<file path="src/rtl/perfmon_pkg.sv">
package perfmon_pkg;

    localparam int PM_ADDR_W  = 4;
    localparam int PM_BUS_W   = 32;
    localparam int PM_CYC_BIT = 31;

    // register addresses
    typedef enum logic [PM_ADDR_W-1:0] {
        PM_CTRL    = 4'd0,
        PM_EN_SET  = 4'd1,
        PM_EN_CLR  = 4'd2,
        PM_IRQ_SET = 4'd3,
        PM_OVF     = 4'd4,
        PM_SEL     = 4'd5,
        PM_CYC     = 4'd6,
        PM_ETYPE   = 4'd7,
        PM_ECNT    = 4'd8
    } pm_reg_e;

    // control bit positions
    localparam int CB_RUN     = 0;
    localparam int CB_CLR_EVT = 1;
    localparam int CB_CLR_CYC = 2;
    localparam int CB_DIV     = 3;
    localparam int CB_EXPORT  = 4;
    localparam int CB_DBG     = 5;

    typedef struct packed {
        logic dbg_stop;
        logic export_en;
        logic div64;
        logic run;
    } pm_ctrl_t;

endpackage

</file>
<file path="src/rtl/perfmon_counter.sv">
module perfmon_counter #(
    parameter int W = 32
) (
    input  logic         clk,
    input  logic         rst_n,
    input  logic         clr,
    input  logic         load,
    input  logic [W-1:0] load_val,
    input  logic         inc,
    output logic [W-1:0] value,
    output logic         wrap
);
    logic [W-1:0] cnt_d, cnt_q;

    always_comb begin
        cnt_d = cnt_q;
        wrap  = 1'b0;
        if (clr) begin
            cnt_d = '0;
        end else if (load) begin
            cnt_d = load_val;
        end else if (inc) begin
            cnt_d = cnt_q + W'(1);
            wrap  = &cnt_q;
        end
    end

    always_ff @(posedge clk or negedge rst_n) begin
        if (!rst_n) cnt_q <= '0;
        else        cnt_q <= cnt_d;
    end

    assign value = cnt_q;
endmodule

</file>
<file path="src/rtl/perfmon_prescale.sv">
module perfmon_prescale #(
    parameter int DIV = 64
) (
    input  logic clk,
    input  logic rst_n,
    input  logic clr,
    input  logic adv,
    output logic tick
);
    localparam int PW = (DIV > 1) ? $clog2(DIV) : 1;

    logic [PW-1:0] pre_d, pre_q;

    always_comb begin
        tick  = adv && (pre_q == PW'(DIV - 1));
        pre_d = pre_q;
        if (clr)       pre_d = '0;
        else if (tick) pre_d = '0;
        else if (adv)  pre_d = pre_q + PW'(1);
    end

    always_ff @(posedge clk or negedge rst_n) begin
        if (!rst_n) pre_q <= '0;
        else        pre_q <= pre_d;
    end
endmodule

</file>
<file path="src/rtl/perfmon_evsel.sv">
module perfmon_evsel #(
    parameter int IDX_W = 7
) (
    input  logic [(1<<IDX_W)-1:0] lines,
    input  logic [IDX_W-1:0]      idx,
    output logic                  hit
);
    assign hit = lines[idx];
endmodule

</file>
<file path="src/rtl/perfmon_unit.sv">
module perfmon_unit
    import perfmon_pkg::*;
#(
    parameter int NUM_EVT  = 4,
    parameter int ETYPE_W  = 7,
    parameter int SEL_W    = 5,
    parameter int PRESCALE = 64
) (
    input  logic                    clk,
    input  logic                    rst_n,
    input  logic [PM_ADDR_W-1:0]    bus_addr,
    input  logic                    bus_wr,
    input  logic [PM_BUS_W-1:0]     bus_wdata,
    output logic [PM_BUS_W-1:0]     bus_rdata,
    input  logic [(1<<ETYPE_W)-1:0] evt_lines,
    input  logic                    dbg_active,
    output logic                    ovf_irq,
    output logic [NUM_EVT-1:0]      evt_trace
);
    localparam int LINES = 1 << ETYPE_W;
    localparam int NCNT  = NUM_EVT + 1;
    localparam int CYC   = NUM_EVT;
    localparam int CNT_W = PM_BUS_W;

    typedef struct packed {
        pm_ctrl_t                         ctrl;
        logic [NCNT-1:0]                  en;
        logic [NCNT-1:0]                  ien;
        logic [NCNT-1:0]                  ovf;
        logic [SEL_W-1:0]                 sel;
        logic [NUM_EVT-1:0][ETYPE_W-1:0]  etype;
    } state_t;

    state_t st_d, st_q;

    // bus-layout mask <-> internal counter vector
    function automatic logic [NCNT-1:0] to_vec(input logic [PM_BUS_W-1:0] w);
        logic [NCNT-1:0] v;
        v[CYC]           = w[PM_CYC_BIT];
        v[NUM_EVT-1:0]   = w[NUM_EVT-1:0];
        return v;
    endfunction

    function automatic logic [PM_BUS_W-1:0] to_bus(input logic [NCNT-1:0] v);
        logic [PM_BUS_W-1:0] w;
        w                = '0;
        w[PM_CYC_BIT]    = v[CYC];
        w[NUM_EVT-1:0]   = v[NUM_EVT-1:0];
        return w;
    endfunction

    // write decode
    logic wr_ctrl, wr_enset, wr_enclr, wr_ienset, wr_ovf, wr_sel, wr_cyc, wr_ety, wr_ecnt;
    logic clr_evt, clr_cyc;

    assign wr_ctrl   = bus_wr && (bus_addr == PM_CTRL);
    assign wr_enset  = bus_wr && (bus_addr == PM_EN_SET);
    assign wr_enclr  = bus_wr && (bus_addr == PM_EN_CLR);
    assign wr_ienset = bus_wr && (bus_addr == PM_IRQ_SET);
    assign wr_ovf    = bus_wr && (bus_addr == PM_OVF);
    assign wr_sel    = bus_wr && (bus_addr == PM_SEL);
    assign wr_cyc    = bus_wr && (bus_addr == PM_CYC);
    assign wr_ety    = bus_wr && (bus_addr == PM_ETYPE);
    assign wr_ecnt   = bus_wr && (bus_addr == PM_ECNT);
    assign clr_evt   = wr_ctrl && bus_wdata[CB_CLR_EVT];
    assign clr_cyc   = wr_ctrl && bus_wdata[CB_CLR_CYC];

    logic wdata_unused;
    assign wdata_unused = &{1'b0, bus_wdata};

    // event counters
    logic [NUM_EVT-1:0]            evt_hit, evt_inc, evt_wrap, evt_ld;
    logic [NUM_EVT-1:0][CNT_W-1:0] evt_val;

    for (genvar i = 0; i < NUM_EVT; i++) begin : g_evt
        perfmon_evsel #(.IDX_W(ETYPE_W)) u_sel (
            .lines (evt_lines),
            .idx   (st_q.etype[i]),
            .hit   (evt_hit[i])
        );

        assign evt_inc[i] = st_q.ctrl.run && st_q.en[i] && evt_hit[i];
        assign evt_ld[i]  = wr_ecnt && (st_q.sel == SEL_W'(i));

        perfmon_counter #(.W(CNT_W)) u_cnt (
            .clk      (clk),
            .rst_n    (rst_n),
            .clr      (clr_evt),
            .load     (evt_ld[i]),
            .load_val (bus_wdata),
            .inc      (evt_inc[i]),
            .value    (evt_val[i]),
            .wrap     (evt_wrap[i])
        );
    end

    // cycle counter with optional prescaler
    logic             cyc_adv, cyc_tick, cyc_inc, cyc_wrap;
    logic [CNT_W-1:0] cyc_val;

    assign cyc_adv = st_q.ctrl.run && st_q.en[CYC]
                     && !(st_q.ctrl.dbg_stop && dbg_active);
    assign cyc_inc = cyc_adv && (!st_q.ctrl.div64 || cyc_tick);

    perfmon_prescale #(.DIV(PRESCALE)) u_pre (
        .clk   (clk),
        .rst_n (rst_n),
        .clr   (clr_cyc),
        .adv   (cyc_adv && st_q.ctrl.div64),
        .tick  (cyc_tick)
    );

    perfmon_counter #(.W(CNT_W)) u_cyc (
        .clk      (clk),
        .rst_n    (rst_n),
        .clr      (clr_cyc),
        .load     (wr_cyc),
        .load_val (bus_wdata),
        .inc      (cyc_inc),
        .value    (cyc_val),
        .wrap     (cyc_wrap)
    );

    logic [NCNT-1:0] wrap_vec;
    assign wrap_vec = {cyc_wrap, evt_wrap};

    // next state
    always_comb begin
        st_d = st_q;
        if (wr_ctrl) begin
            st_d.ctrl.run       = bus_wdata[CB_RUN];
            st_d.ctrl.div64     = bus_wdata[CB_DIV];
            st_d.ctrl.export_en = bus_wdata[CB_EXPORT];
            st_d.ctrl.dbg_stop  = bus_wdata[CB_DBG];
        end
        if (wr_enset)  st_d.en  = st_q.en | to_vec(bus_wdata);
        if (wr_enclr)  st_d.en  = st_q.en & ~to_vec(bus_wdata);
        if (wr_ienset) st_d.ien = st_q.ien | to_vec(bus_wdata);
        if (wr_sel)    st_d.sel = bus_wdata[SEL_W-1:0];
        for (int i = 0; i < NUM_EVT; i++) begin
            if (wr_ety && (st_q.sel == SEL_W'(i)))
                st_d.etype[i] = bus_wdata[ETYPE_W-1:0];
        end
        st_d.ovf = (st_q.ovf & ~(wr_ovf ? to_vec(bus_wdata) : '0)) | wrap_vec;
    end

    always_ff @(posedge clk or negedge rst_n) begin
        if (!rst_n) st_q <= '0;
        else        st_q <= st_d;
    end

    // read mux
    always_comb begin
        bus_rdata = '0;
        case (bus_addr)
            PM_CTRL: begin
                bus_rdata[CB_RUN]    = st_q.ctrl.run;
                bus_rdata[CB_DIV]    = st_q.ctrl.div64;
                bus_rdata[CB_EXPORT] = st_q.ctrl.export_en;
                bus_rdata[CB_DBG]    = st_q.ctrl.dbg_stop;
            end
            PM_EN_SET, PM_EN_CLR: bus_rdata = to_bus(st_q.en);
            PM_IRQ_SET:           bus_rdata = to_bus(st_q.ien);
            PM_OVF:               bus_rdata = to_bus(st_q.ovf);
            PM_SEL:               bus_rdata[SEL_W-1:0] = st_q.sel;
            PM_CYC:               bus_rdata = cyc_val;
            PM_ETYPE: begin
                for (int i = 0; i < NUM_EVT; i++)
                    if (st_q.sel == SEL_W'(i)) bus_rdata[ETYPE_W-1:0] = st_q.etype[i];
            end
            PM_ECNT: begin
                for (int i = 0; i < NUM_EVT; i++)
                    if (st_q.sel == SEL_W'(i)) bus_rdata = evt_val[i];
            end
            default: bus_rdata = '0;
        endcase
    end

    assign ovf_irq   = |(st_q.ovf & st_q.ien);
    assign evt_trace = st_q.ctrl.export_en ? evt_inc : '0;

    // flat views for the bound checker
    logic [NCNT-1:0] ovf_q, en_q, ien_q;
    logic            run_q;
    assign ovf_q = st_q.ovf;
    assign en_q  = st_q.en;
    assign ien_q = st_q.ien;
    assign run_q = st_q.ctrl.run;
endmodule

</file>
<file path="config.mk">
export PLATFORM = sky130hd
export DESIGN_NAME = perfmon_unit
export DESIGN_NICKNAME = d
export VERILOG_FILES = /design/src/rtl/perfmon_pkg.sv /design/src/rtl/perfmon_counter.sv /design/src/rtl/perfmon_prescale.sv /design/src/rtl/perfmon_evsel.sv /design/src/rtl/perfmon_unit.sv
export SDC_FILE = /design/constraint.sdc
export NUM_CORES = 1
export LEC_CHECK = 0
export ABC_AREA = 1
export BUFFER_PORTS_ARGS = -buffer_cell sky130_fd_sc_hd__buf_2
export CAP_MARGIN = 20
export CELL_PAD_IN_SITES_DETAIL_PLACEMENT = 0
export CELL_PAD_IN_SITES_GLOBAL_PLACEMENT = 1
export CORE_MARGIN = 1
export CORE_UTILIZATION = 40
export CTS_BUF_LIST = sky130_fd_sc_hd__clkbuf_4 sky130_fd_sc_hd__clkbuf_8
export CTS_CLUSTER_SIZE = 20
export DETAILED_ROUTE_END_ITERATION = 10
export PLACE_DENSITY_LB_ADDON = 0.1
export SLEW_MARGIN = 5
export SYNTH_ARGS = -nofsm -noshare
export SYNTH_HDL_FRONTEND = slang
export SYNTH_SLANG_ARGS = --single-unit
</file>
<file path="constraint.sdc">
create_clock -name clk -period 2.75 [get_ports clk]
set_clock_uncertainty 0.05 [all_clocks]
set_input_delay 0.55 -clock clk [delete_from_list [all_inputs] [get_ports clk]]
set_output_delay 0.55 -clock clk [all_outputs]
set_load 0.01 [all_outputs]
</file>
---- After elaboration in Yosys (flattened, before gate mapping) ----
Cells that the tools add are included.
storage, ports and cells
  register bits ........................... 218
  logic and storage cells ................. 159
  output and inout port bits .............. 37
  bits of input ports ..................... 168
operators by class
  order comparisons ....................... 4
  bitwise logic cells ..................... 8
  add/sub/neg operators ................... 6
  equality and inequality tests ........... 12
  reductions and logical operators ........ 52
  multiplexer cells ....................... 59
operator list
  cell                                                                  count
  32-bit 2-to-1 mux                                                     19
  32-bit by 1-bit adder with 32-bit output, second input constant       5
  32-bit AND reduction                                                  5
  25-bit case mux with 5 select lines                                   1
  1-bit logical AND                                                     33
  7-bit by 8-bit < comparator with 1-bit output, second input constant  4
  1-bit binary-select mux with 7-bit select                             4
  7-bit 2-to-1 mux                                                      4
  1-bit 2-to-1 mux                                                      19
  6-bit 2-to-1 mux                                                      3
  3-bit nonzero test                                                    6
  4-bit by 3-bit == test with 1-bit output, second input constant       4
  2-bit case mux with 8 select lines                                    1
  5-bit bitwise AND                                                     3
  5-bit 2-to-1 mux                                                      3
  5-bit OR                                                              3
  2-bit case mux with 7 select lines                                    1
  5-bit by 2-bit == test with 1-bit output, second input constant       2
  5-bit NOT                                                             2
  4-bit by 2-bit == test with 1-bit output, second input constant       2
  1-bit case mux with 8 select lines                                    1
  6-bit by 1-bit adder with 6-bit output, second input constant         1
  6-bit == test, second input constant                                  1
  5-bit by 1-bit == test with 1-bit output, second input constant       1
  12 further kinds                                                      13

---- Depth between registers and ports, before layout ----
Gate-level depths: netlist of run 1.
  depth in word-level cells ............... 11
  gate-level depth with buffers ........... 16
  depth with buffers taken out ............ 14

---- By module ----
Synthesis of run 1 repeated with hierarchy kept, for this count alone.
second synthesis, totals
  cells, all modules ...................... 4,003
  area total of the unflattened synthesis .. 22,361.4 um^2
by module, submodules not included
  module            cells each  sequential area each (um^2)  area an instance (um^2)  times used
  perfmon_counter   419         800.8                        2,482.4                  5
  perfmon_evsel     296         0.0                          1,338.8                  4
  perfmon_unit      681         1,301.2                      4,274.1                  1
  perfmon_prescale  43          150.1                        320.3                    1

---- Least setup slack after synthesis of run 1 ----
OpenSTA, ideal clock, no wires.
  path type ............................... register to output
  from .................................... register st_q[0] in the netlist's numbering
  to ...................................... output port evt_trace[0]
  data arrival time ....................... 1.721 ns
  buffers on the path ..................... 3
  setup slack ............................. 0.429 ns
  cell stages (with the launch flop) ...... 15
  path through ............................ dfrtp_1 > inv_2 > buf_4 > buf_2 > nand2_1 > nand3_1 > nand3_1 > nand3_1 > nand2_1 > nand2_1 > nand3_1 > nand3_1 > nand3_2 > buf_2 > nor2_1
on the way
  cells in the longest elaborated chain, start to end .. 4
RTL lines
  item                                       RTL line             text
  start, declared                            perfmon_unit.sv:34   state_t st_d, st_q;
  start signal, assigned                     perfmon_unit.sv:149  else st_q <= st_d;
  1-bit binary-select mux with 7-bit select  perfmon_evsel.sv:8   assign hit = lines[idx];
  1-bit 2-to-1 mux (not written as such)     perfmon_evsel.sv:8
  1-bit logical AND                          perfmon_unit.sv:82   assign evt_inc[i] = st_q.ctrl.run && st_q.en[i] && evt_hit[i];
  4-bit 2-to-1 mux                           perfmon_unit.sv:180  assign evt_trace = st_q.ctrl.export_en ? evt_inc : '0;
  end, declared                              perfmon_unit.sv:18   output logic [NUM_EVT-1:0] evt_trace
No other way between the ends. The select of a mux whose other input is x is not followed.

---- Worst setup path in the final report of run 1 ----
  from .................................... register st_q[21] in the netlist's numbering
  to ...................................... output port evt_trace[3]
The elaborated chain is that of the path after synthesis.

==> results of run 1 <==
[layout make-up]
class | instances | area [um2]
diodes | 4 | 10.01
clock buffers | 76 | 989.7
clock inverters | 7 | 116.4
fillers | 5185 | 23690
inverters | 262 | 1032
multi-input cells | 2854 | 15120
flip-flops and latches | 218 | 5461
well taps | 680 | 850.8
repair buffers | 472 | 4348
[stage by stage]
| stage | cells | hold WS, ps | util [%] | power (uW) |
|---|---|---|---|---|
| 2_1_floorplan | 3544 | 204.4 | - | 9133 |
| 6_report | 4573 | 124.1 | 54.10 | 18610 |
| 3_3_place_gp | 4424 | 416.4 | 46.12 | 12200 |
| 4_1_cts | 4562 | 89.78 | 52.59 | 17820 |
| 5_1_grt | 4570 | 134.8 | 54.09 | 19380 |
| 3_5_place_dp | 4424 | 424.8 | 46.12 | 12290 |
[power by group]
group          switching [uW]  internal (uW)  leakage [uW]
logic                    5580           3250       0.00947
clock network            1720           2550      0.000583
registers                1450           4060       0.00292
total                    8750           9860        0.0130
[cell families after synthesis]
logic type / after synthesis / synth area share (%)
and+or+nand+nor: 2264 / 46.53
adders and majority gates: 6 / 0.3572
xor gates and xnor gates: 82 / 3.418
DFF: 218 / 25.96
buffers and inverters: 473 / 9.670
AOI/OAI and AO/OA: 501 / 14.07
[layer usage]
metal  vias up  wire length [um]  track usage, %  part of all wire [%]
met4         2              8155           27.07                   6.9
met1     13340             45990           54.98                    39
met5         -                13               0                 0.011
li1      12500                 -               -                     -
met2      1824             50180           63.14                    42
met3       444             14230           11.58                    12
[layout by cell type, fill, tap and decap left out, types with 69 or more instances in the layout]
cell and n:
nand3_1 582, nand2_1 1143, dfrtp_1 213, o21ai_0 153
nor3_1 77, xor2_1 69, nor2_1 182, buf_2 193
nand3_2 87, inv_1 235, buf_4 155, a21oi_1 105
[synth_stat cells, types with 6 or more instances]
cell type     n  area, um2
ha_1          6      75.07
nor3_1       81      405.4
buf_1         8      30.03
nand3_1     670       3353
o22ai_1      54      337.8
o221ai_1     15      131.4
inv_1       240      900.9
clkbuf_1     69      259.0
buf_4        28      210.2
o21ai_0     189      945.9
nand2_1    1209       4538
o211ai_1     21      157.7
a22oi_1      47      352.8
nand4_1      42      262.8
nor2_1      195      732.0
xor2_1       69      604.3
clkinv_1      6      22.52
inv_2        16      60.06
xnor2_1      13      113.9
nor2_2       10      62.56
nand3b_1      6      45.04
nor4_1       17      106.4
or2_2        13      81.33
a211oi_1     43      322.8
o21ai_1       7      35.03
a21oi_1     112      560.5
nand2_2       6      37.54
buf_2       103      515.5
dfrtp_1     218       5455
[worst min path at each step]
stage | startpoint | depth (start not counted) | end
after global routing | bus_wdata[23] | 3 | u_cyc.value[23]
after global placement | ien_q[0] | 2 | ien_q[0]
final | bus_wdata[23] | 3 | u_cyc.value[23]
after detailed placement | ien_q[1] | 2 | ien_q[1]
after floorplan | rst_n | 0 | asynchronous set/reset pin
after CTS | bus_wdata[23] | 3 | u_cyc.value[23]
[registers in the layout, summed over array words and instances, names as in the netlist, named ones only]
signal             flops
g_evt.u_cnt.value    128
ien_q                  5
ovf_q                  5
run_q                  1
st_q                  36
u_cyc.value           32
u_pre.pre_q            6
[tightest hold or removal path, stage by stage]
cell and delay, ps:
buf_2 100, o21ai_1 60, o21ai_0 60
[what timing repair did]
| item | 4_1_cts | 5_1_grt |
|---|---|---|
| setup buffers | 46 | 8 |
| endpoints found under the hold margin | 35 | 0 |
| endpoints found under the setup margin | 36 | 108 |
| resized for setup | 337 | 163 |
| pin swaps | 81 | 85 |
| hold buffers | 1 | 0 |
| cloned | 20 | 10 |
==> impl_metrics.ini, run 1 <==
[status]
status = complete, but fails checks
failed_checks = setup timing

[clock_network]
clkTransAtPathRegs_ps = 60
cts_sinks = 218
numCtsBuffers = 47
htree_levels = 2
cts_buffer_depth = 3
cts_tree = done
ctsRootBufferMaster = clkbuf_8
clk_latency_ps = 660

[pwr]
vdd.ir_drop.worst_mv = 0.3343
powerDensity_mw_per_mm2 = 666.4
cellLeakagePower_uw = 0.01297

[sta]
layout_min_cycle_time_ps = 3217
rsz0062_at_grt = true
slew_headroom_pct = 39.90
max_freq_mhz = 310.9
setup_tns_ps = -10930
hold_violations = 0
finalSetupViolCount = 36
finalMaxSlewViolations = 0
worst_pin_slew_ps = 900.5
fin_ws_ps = -467.0
min_period_over_period_pct = 117.0

[critical_path]
arrival_ps = 2620
crit_required_ps = 2150
cp_top_family = simple AND/OR/NAND/NOR gates
cpPeakStageDelay_ps = 440
cp.depth = 15
cp-end-kind = output pin
r2r_cells = 17
crit_path_start_kind = flop
critPathLaunch = st_q[21]
worstPathCellList = clkinv_4 -> buf_12 -> buf_16 -> nand2_2 -> nand3_1 -> nand3_1 -> nand3_1 -> nand2_2 -> nand2_2 -> nand3_2 -> nand3b_1 -> nand3_4 -> nor2_4 -> buf_6 -> buf_6
crit_slowest_cell = dfrtp_2
path_class = flop to output pin
worst-r2r-setup-slack_ps = 100
regToRegStartpoint = st_q[0]
path_buf_inv = 5
endpoint = evt_trace[3]
r2r_end = g_evt[0].u_cnt.value[5]
cp_max_fo = 10

[synthesis]
synthesis.area_mm2 = 0.02101
synth_edf_count = 0
synth_fp_nets = 3718
ys.warnings.count = 0
synthCells = 3544
ys_seq_area_share_pct = 25.96
ys_types = 44
synthArstFlopShare_pct = 100.0
synth-seq-cells = 218
synth_ff_type = dfrtp_1
syn_avg_cell_area_um2 = 5.929

[run]
max_cap_viol_count = 0

[drt]
drtAntennaViolNets = 0
drc = 0
drtIter0Drc = 3533
wl_per_cell_um = 25.93
dr_total_vias = 28120
drt_first_pass_iters = 6
drt-total-wl_um = 118600
routed_via_density = 6.148

[grt]
grtUsageTotal_pct = 42.76
grt_max_degree = 58
antenna_found_initial = 5
grt_pass1_wl_um = 170800
grt_pass1_vias = 26340
grt_overflow_total = 0

[die]
core_mm2 = 0.05161
die_height_um = 231.2
rows = 83
die_area_mm2 = 0.05346
die_w_um = 231.2
ios = 205
start_util_pct = 40.71

[cells_and_area]
drive_gt1_share_pct = 22.96
final_area_mm2 = 0.02792
nets = 4029
area_growth_pct = 32.88

[placement]
gp_congestion = 1.001
port_buffers = 204
placed_area_mm2 = 0.02381
dp_worst_setup_slack_ps = 71.98
hpwl_um = 84490

[hold_path]
hold_path_class = input pin to flop
Note: power is estimated with default switching activity, not from simulation.
==> inputs of run 2 (changes only) <==
- CTS_BUF_LIST: sky130_fd_sc_hd__clkbuf_4 sky130_fd_sc_hd__clkbuf_8 -> unset
==> impl_metrics.ini, run 2 (synthesis gave the netlist of run 1 again) <==
[status]
status = complete, but fails checks
failed_checks = setup timing

[critical_path]
worstPathCellList = inv_8 -> clkbuf_16 -> nand2_1 -> nand3_1 -> nand3_2 -> nand3_2 -> nand2_2 -> nand2_1 -> nand3_2 -> nand3_2 -> nand3_4 -> nor2_4 -> buf_6
cpPeakStageDelay_ps = 600
crit_path_start_kind = flop
crit_slowest_cell = dfrtp_4
worst-r2r-setup-slack_ps = 0
path_class = flop to output pin
cp_max_fo = 6
cp-end-kind = output pin
cpMostUsedCell = nand3_2
arrival_ps = 2630
crit_required_ps = 2150

[sta]
finalMaxSlewViolations = 0
hold_violations = 0
fin_ws_ps = -485.0
setup_tns_ps = -9160
worst_pin_slew_ps = 888.4
min_period_over_period_pct = 117.6
finalSetupViolCount = 36
slew_headroom_pct = 40.71
layout_min_cycle_time_ps = 3235
max_freq_mhz = 309.1
rsz0062_at_grt = true

[cells_and_area]
fin_util_pct = 53.64
fin_cells = 4539
final_common_cell = nand2_1
seq_area_mm2 = 0.005465
multi_input_area_mm2 = 0.01494
drive_gt1_share_pct = 21.42
nets = 4010
area_growth_pct = 31.76
final_cell_mix = nand2_1 (1163), nand3_1 (583), inv_1 (236)
largest_reg_flops = 128
final_area_mm2 = 0.02769
fill_cells = 5189

[drt]
drc = 0
drtIter0Drc = 3696
drt-total-wl_um = 117700
drtAntennaViolNets = 0
drt_first_pass_iters = 8
dr_total_vias = 27840
routed_via_density = 6.134
wl_per_cell_um = 25.94

[die]
ios = 205
die_area_mm2 = 0.05346
die_height_um = 231.2
start_util_pct = 40.71
die_w_um = 231.2
core_mm2 = 0.05161
rows = 83

[run]
max_cap_viol_count = 0

[grt]
grt_overflow_total = 0
grt_pass1_wl_um = 168300
grt_pass1_vias = 25860
antenna_found_initial = 3
grt_max_degree = 58
grtUsageTotal_pct = 42.00

[placement]
port_buffers = 204
hpwl_um = 84490
gp_congestion = 1.001
dp_cells = 4424
placed_area_mm2 = 0.02381

[pwr]
cellLeakagePower_uw = 0.01289
powerDensity_mw_per_mm2 = 659.4
vdd.ir_drop.worst_mv = 0.5610

[clock_network]
clk_latency_ps = 590
cts_buffer_depth = 3
cts_tree = done
htree_levels = 1
numCtsBuffers = 29
cts_sinks = 218
clkTransAtPathRegs_ps = 70
ctsRootBufferMaster = clkbuf_16

[hold_path]
hold_path_class = input pin to flop
run 2: cell count changes in the layout (fill, tap and decap cells not counted), sizes merged:
| cell | before | now |
|---|---|---|
| bufinv | 3 | 4 |
| bufbuf | 0 | 1 |
| diode | 4 | 2 |
| buf | 463 | 453 |
| clkinv | 11 | 17 |
| inv | 254 | 251 |
| clkinvlp | 1 | 4 |
| nor2 | 209 | 208 |
| clkbuf | 84 | 55 |
run 2: cell type report:
class	instances	area share, %
Clock buffer	39	3.010
Sequential cell	218	19.74
Inverter	262	3.737
Timing Repair inverter	1	0.04067
Timing Repair Buffer	471	15.80
Antenna cell	2	0.01808
Tap cell	680	3.073
Multi-Input combinational cell	2853	53.94
Clock inverter	13	0.6372
run 2: through the flow:
step / hold WS, ps / total power [uW] / worst slack (ps)
after global placement: 416.4 / 12200 / -12.48
after detailed placement: 424.8 / 12290 / 71.98
after global routing: 191.2 / 19060 / -491.9
after floorplan: 204.4 / 9133 / 428.8
final: 171.9 / 18260 / -485.0
after CTS: 167.8 / 17280 / -418.4
run 2: path summary, 6_finish.rpt:
kind | cells past startpoint | to | from
worst min-delay path | 3 | u_cyc.value[23] | bus_wdata[23]
worst max-delay path | 13 | evt_trace[2] | st_q[14]
worst max register to register | 17 | g_evt[3].u_cnt.value[14] | st_q[21]
worst min register to register | 2 | ien_q[4] | ien_q[4]
min in group asynchronous | 2 | st_q[22] | rst_n
max in group asynchronous | 3 | st_q[32] | rst_n
run 2: timing repair:
| item | CTS | global route |
|---|---|---|
| setup buffers | 23 | 14 |
| resized for setup | 262 | 174 |
| setup endpoints to repair | 36 | 92 |
| hold buffers | 1 | 0 |
| cloned | 15 | 20 |
| pin swaps | 69 | 90 |
| hold endpoints to repair | 35 | 0 |
run 2: worst max-delay path: cells and delay by family, from the launching register on:
kind                   cells  cell delay (ps)
and+or+nand+nor           10              990
DFF                        1              600
buffers and inverters      3              440
run 2: routing by layer:
metal,wire length [um],share of wire [%],global-route usage (%)
met1,45760,39,54.38
met2,49620,42,62.51
met3,14040,12,11.07
met4,8318,7.1,24.96
met5,12,0.010,0
run 2: report_power, final:
group	switching, uW	leakage, uW	internal (uW)
registers	1440	0.00291	4060
logic	5410	0.00948	3190
clock network	1690	0.000492	2480
total	8530	0.0129	9730
